--- src/rtl/pacc_pkg.sv ---
package pacc_pkg;
  typedef enum logic [1:0] {
    TCLK_PRESC    = 2'b00,
    TCLK_ACC      = 2'b01,
    TCLK_DIV_LOW  = 2'b10,
    TCLK_DIV_FULL = 2'b11
  } tclk_sel_e;

  typedef enum logic {
    ACC_EVENT = 1'b0,
    ACC_GATED = 1'b1
  } acc_mode_e;

  typedef struct packed {
    logic level;
    logic rise;
    logic fall;
  } pin_evt_t;
endpackage

--- src/rtl/pacc_pin_sync.sv ---
module pacc_pin_sync #(
  parameter int STAGES = 2
) (
  input  logic                clk,
  input  logic                rst_n,
  input  logic                pin,
  output pacc_pkg::pin_evt_t  evt
);
  logic [STAGES-1:0] chain;
  logic              prev;
  logic              lvl;

  generate
    if (STAGES == 1) begin : g_one
      always_ff @(posedge clk or negedge rst_n) begin
        if (!rst_n) chain <= '0;
        else        chain <= pin;
      end
    end else begin : g_many
      always_ff @(posedge clk or negedge rst_n) begin
        if (!rst_n) chain <= '0;
        else        chain <= {chain[STAGES-2:0], pin};
      end
    end
  endgenerate

  assign lvl = chain[STAGES-1];

  always_ff @(posedge clk or negedge rst_n) begin
    if (!rst_n) prev <= 1'b0;
    else        prev <= lvl;
  end

  always_comb begin
    evt.level = lvl;
    evt.rise  = lvl & ~prev;
    evt.fall  = ~lvl & prev;
  end
endmodule

--- src/rtl/pacc_div64.sv ---
module pacc_div64 #(
  parameter int DIV_W = 6
) (
  input  logic clk,
  input  logic rst_n,
  input  logic run,
  output logic tick
);
  logic [DIV_W-1:0] phase;

  always_ff @(posedge clk or negedge rst_n) begin
    if (!rst_n)    phase <= '0;
    else if (!run) phase <= '0;
    else           phase <= phase + 1'b1;
  end

  assign tick = run & (&phase);
endmodule

--- src/rtl/pacc_counter.sv ---
module pacc_counter #(
  parameter int CNT_W = 16,
  parameter int LOW_W = 8
) (
  input  logic             clk,
  input  logic             rst_n,
  input  logic             inc,
  input  logic             load,
  input  logic [CNT_W-1:0] load_val,
  output logic [CNT_W-1:0] cnt,
  output logic             carry_low,
  output logic             wrap
);
  logic step;

  assign step      = inc & ~load;
  assign carry_low = step & (&cnt[LOW_W-1:0]);
  assign wrap      = step & (&cnt);

  always_ff @(posedge clk or negedge rst_n) begin
    if (!rst_n)    cnt <= '0;
    else if (load) cnt <= load_val;
    else if (inc)  cnt <= cnt + 1'b1;
  end
endmodule

--- src/rtl/pacc_clksel.sv ---
module pacc_clksel (
  input  logic       acc_en,
  input  logic [1:0] sel,
  input  logic       presc_tick,
  input  logic       acc_clk,
  input  logic       div_low,
  input  logic       div_full,
  output logic       tclk_en
);
  import pacc_pkg::*;
  tclk_sel_e src;

  always_comb begin
    src = acc_en ? tclk_sel_e'(sel) : TCLK_PRESC;
    unique case (src)
      TCLK_PRESC:    tclk_en = presc_tick;
      TCLK_ACC:      tclk_en = acc_clk;
      TCLK_DIV_LOW:  tclk_en = div_low;
      TCLK_DIV_FULL: tclk_en = div_full;
      default:       tclk_en = presc_tick;
    endcase
  end
endmodule

--- src/rtl/pacc_top.sv ---
module pacc_top #(
  parameter int CNT_W       = 16,
  parameter int LOW_W       = 8,
  parameter int DIV_W       = 6,
  parameter int SYNC_STAGES = 2
) (
  input  logic             clk,
  input  logic             rst_n,
  input  logic             ctl_en,
  input  logic             ctl_mode,
  input  logic             ctl_edge,
  input  logic [1:0]       ctl_clksel,
  input  logic             tmr_en,
  input  logic             presc_tick,
  input  logic             pin_in,
  input  logic             cnt_load,
  input  logic [CNT_W-1:0] cnt_load_val,
  input  logic             clr_edge_flag,
  input  logic             clr_ovf_flag,
  output logic [CNT_W-1:0] cnt_out,
  output logic             edge_flag,
  output logic             ovf_flag,
  output logic             tclk_en
);
  import pacc_pkg::*;

  pin_evt_t  evt;
  acc_mode_e mode;
  logic      div_tick;
  logic      gate_on;
  logic      ev_hit;
  logic      inc;
  logic      trail;
  logic      carry_low;
  logic      wrap;

  pacc_pin_sync #(.STAGES(SYNC_STAGES)) u_sync (
    .clk(clk), .rst_n(rst_n), .pin(pin_in), .evt(evt)
  );

  pacc_div64 #(.DIV_W(DIV_W)) u_div (
    .clk(clk), .rst_n(rst_n), .run(tmr_en), .tick(div_tick)
  );

  always_comb begin
    mode    = acc_mode_e'(ctl_mode);
    gate_on = ctl_edge ? ~evt.level : evt.level;
    ev_hit  = ctl_edge ? evt.rise : evt.fall;
    trail   = ctl_edge ? evt.rise : evt.fall;
    inc     = 1'b0;
    if (ctl_en) begin
      if (mode == ACC_EVENT) inc = ev_hit;
      else                   inc = gate_on & div_tick;
    end
  end

  pacc_counter #(.CNT_W(CNT_W), .LOW_W(LOW_W)) u_cnt (
    .clk(clk), .rst_n(rst_n), .inc(inc), .load(cnt_load),
    .load_val(cnt_load_val), .cnt(cnt_out),
    .carry_low(carry_low), .wrap(wrap)
  );

  always_ff @(posedge clk or negedge rst_n) begin
    if (!rst_n) begin
      edge_flag <= 1'b0;
      ovf_flag  <= 1'b0;
    end else begin
      if (ctl_en && mode == ACC_GATED && trail) edge_flag <= 1'b1;
      else if (clr_edge_flag)                   edge_flag <= 1'b0;
      if (wrap)              ovf_flag <= 1'b1;
      else if (clr_ovf_flag) ovf_flag <= 1'b0;
    end
  end

  pacc_clksel u_sel (
    .acc_en(ctl_en), .sel(ctl_clksel), .presc_tick(presc_tick),
    .acc_clk(inc), .div_low(carry_low), .div_full(wrap), .tclk_en(tclk_en)
  );
endmodule

--- config.mk ---
export PLATFORM = sky130hd
export DESIGN_NAME = pacc_top
export DESIGN_NICKNAME = d
export VERILOG_FILES = /design/src/rtl/pacc_pkg.sv /design/src/rtl/pacc_pin_sync.sv /design/src/rtl/pacc_div64.sv /design/src/rtl/pacc_counter.sv /design/src/rtl/pacc_clksel.sv /design/src/rtl/pacc_top.sv
export SDC_FILE = /design/constraint.sdc
export NUM_CORES = 1
export LEC_CHECK = 0
export BUFFER_PORTS_ARGS = -buffer_cell sky130_fd_sc_hd__buf_4
export CAP_MARGIN = 20
export CORE_ASPECT_RATIO = 1.5
export CORE_UTILIZATION = 30
export CTS_CLUSTER_DIAMETER = 50
export DETAILED_ROUTE_END_ITERATION = 12
export HOLD_SLACK_MARGIN = 0.08
export MAX_ROUTING_LAYER = met4
export SKIP_CTS_REPAIR_TIMING = 1
export SLEW_MARGIN = 30
export SYNTH_ARGS = -nofsm -noshare
export SYNTH_HDL_FRONTEND = slang
export SYNTH_SLANG_ARGS = --single-unit
--- constraint.sdc ---
create_clock -name clk -period 2.85 [get_ports clk]
set_clock_uncertainty 0.05 [all_clocks]
set_input_delay 0.285 -clock clk [delete_from_list [all_inputs] [get_ports clk]]
set_output_delay 0.285 -clock clk [all_outputs]
set_load 0.01 [all_outputs]
==> impl_metrics.ini <==
[cts]
path_clk_slew_ps = 90
tritoncts = built
htreeDepth = 1
clk_latency_ps = 280
clockBufferDepth = 2
cts_buffers = 3
cts_num_sinks = 27
root_buffer = clkbuf_8

[global_routing]
grt_pass1_vias = 1222
grt-ovfl-total = 0
antenna_found_initial = 0
grt_max_degree = 28
grtUsageTotal = 0.140
grt_pass1_wl_mm = 5.33

[synth]
synth_edf_count = 0
yosysSeqAreaShare = 0.463
synthTopCellsByArea = dfrtp_1 46%, o21ai_0 5.8%, xnor2_1 4.8%, xor2_1 4.8%, nand2_1 4.4%
yosysTopAreaCellShare = 0.463
muxShareOfSynthArea = 0.0455
syn_inst = 147
ys.flop_type = dfrtp_1
synthXorXnorAreaFrac = 0.0961
syn_nets = 178
avgSynthCellArea_um2 = 9.92
syn_area_mm2 = 0.00146
yosys.area_share.adder = 0.0172
ys_types = 36
synth_compound_area_frac = 0.161
ys_ff_latch = 27
ys_async_sr_fraction = 1.00
yosysWarnings = 0
synthSimpleGateAreaFrac = 0.199
synth_top_family_by_area = simple AND/OR/NAND/NOR gates
synth_top_cell_by_area = dfrtp_1

[setup_path]
critical_path.max_fanout = 7
r2r_start = u_div.phase[0]
start_kind = register
cp_slowest_stage_delay_ps = 410
critPathCaptureType = output port
path_cells = ha_1 -> nand4_2 -> nor3_2 -> nor2_1 -> o21ai_0 -> buf_4
critPathKind = reg -> out
cp.arrival_ps = 1990
critical_path_buf_inv_count = 1
worstPathRequired_ps = 2520
r2r_slack_ps = 670
crit_family = simple AND/OR/NAND/NOR gates
worstRegToRegCells = 6
reg2reg_to = u_cnt.cnt[13]
cp_slowest_cell = nor3_2

[routing]
vias = 1292
finalWirelength_mm = 3.36
drc = 0
first_pass_iters = 4
drtAntennaViolNets = 0
drt-wirelength-per-cell_um = 12.8
drt-vias-per-instance = 4.93
dr.first_iter.drc_count = 20

[die]
dieArea_mm2 = 0.00515
die_x_um = 58.9
initial_core_util = 0.319
coreArea_mm2 = 0.00458
dieHeight_um = 87.4
io_pins = 48
rows = 30

[sta]
setup_tns_ps = 0
slew_viol_final = 0
fmax_mhz = 430
fin_crit_ps = 2330
grt_setup_unrepaired = no
hold_viol = 0
setup_viol = 0
min_period_over_period = 0.817
maxSlewHeadroom = 0.637
worst_pin_slew_ps = 540

[final_layout]
final_nets = 230
stdcell_area_mm2 = 0.00195
layout-drive-gt1-share = 0.318
antennaDiodeCount = 0
mostFrequentLayoutCells = 47 x buf_4, 27 x dfrtp_1, 17 x nand2_1, 17 x o21ai_0
area_growth_pct = 33.7
layout_commonest_cell = buf_4

[flow_run]
cap_violations = 0

[place]
globalplace.congestion = 0.854
post_dp_cell_area_mm2 = 0.00188
dp_hpwl_mm = 2.62
port_buffers = 47

[hold_path]
hold_path_end = edge_flag
min_from = clr_edge_flag
hold_path.class = in -> reg
min_path_cells = 2

[power_and_ir_drop]
peakVddDrop_uv = 167
p_per_area_mw_per_mm2 = 426
power_leakage_uw = 0.000836

[run_status]
outcome = finished clean
worst max path at each step:
| stage | from | end | cells after the start |
|---|---|---|---|
| final | u_div.phase[0] | tclk_en | 6 |
| after global routing | u_div.phase[0] | tclk_en | 6 |
| after CTS | u_div.phase[0] | tclk_en | 6 |
| after floorplan | u_div.phase[0] | u_cnt.cnt[13] | 6 |
| after global placement | u_div.phase[0] | u_cnt.cnt[13] | 6 |
| after detailed placement | u_div.phase[0] | u_cnt.cnt[13] | 6 |
worst reg2reg max path, cell delays in order (launching register included):
cell	delay, ps
dfrtp_1	380
ha_1	220
nand4_2	140
nor4_2	550
o21ai_2	170
or4_1	420
a31oi_1	170
layout make-up:
| class | instances | area, um^2 |
|---|---|---|
| flip-flops and latches | 27 | 676 |
| inverters | 5 | 18.8 |
| multi-input cells | 113 | 757 |
| clock buffers | 3 | 41.3 |
| repair buffers | 49 | 373 |
| clock inverters | 1 | 5.00 |
| well taps | 64 | 80.1 |
| fillers | 489 | 2630 |
Yosys cell counts (all sizes together) (2+ instances only):
library cell / number
a31oi: 4
and2: 4
and3: 3
clkbuf: 2
dfrtp: 27
ha: 2
inv: 4
mux2: 5
nand2: 17
nand3: 7
nand4: 3
nor2: 7
nor3: 4
o2111ai: 4
o211ai: 3
o21ai: 18
or3: 3
xnor2: 8
xor2: 8
registers in the layout, summed over array words and instances (netlist names):
| name | count |
|---|---|
| ovf_flag | 1 |
| u_sync.prev | 1 |
| u_sync.chain | 2 |
| edge_flag | 1 |
| u_cnt.cnt | 16 |
| u_div.phase | 6 |
metrics by stage:
stage / instances / util / total power [uW] / hold slack (ps) / worst slack (ps)
floorplan: 147 / - / 519 / -60.6 / 883
detailed placement: 256 / 0.411 / 617 / 166 / 708
global route: 262 / 0.426 / 875 / 136 / 345
CTS: 260 / 0.422 / 845 / -145 / 497
finish: 262 / 0.426 / 832 / 145 / 523
global placement: 256 / 0.411 / 615 / 166 / 748
power breakdown:
part	switching, uW	total, uW	internal, uW
Sequential	37.2	448	411
Clock	125	223	98.3
Combinational	71.7	161	89.0
Total	234	832	598
cell families (layout without fill, tap and decap cells):
group / count (synthesis) / count (layout)
simple gates: 54 / 54
compound gates: 35 / 35
flops: 27 / 27
xor+xnor: 16 / 16
buf+inv: 7 / 58
mux: 6 / 6
fa+ha+maj: 2 / 2
routing by layer:
layer	track usage	vias to the layer above	wire length, um
met2	0.249	32	1800
met5	-	-	0
met1	0.157	622	1380
met4	0.0519	0	51
met3	0.0178	5	137
li1	-	633	-
Note: power is estimated with default switching activity, not from simulation.
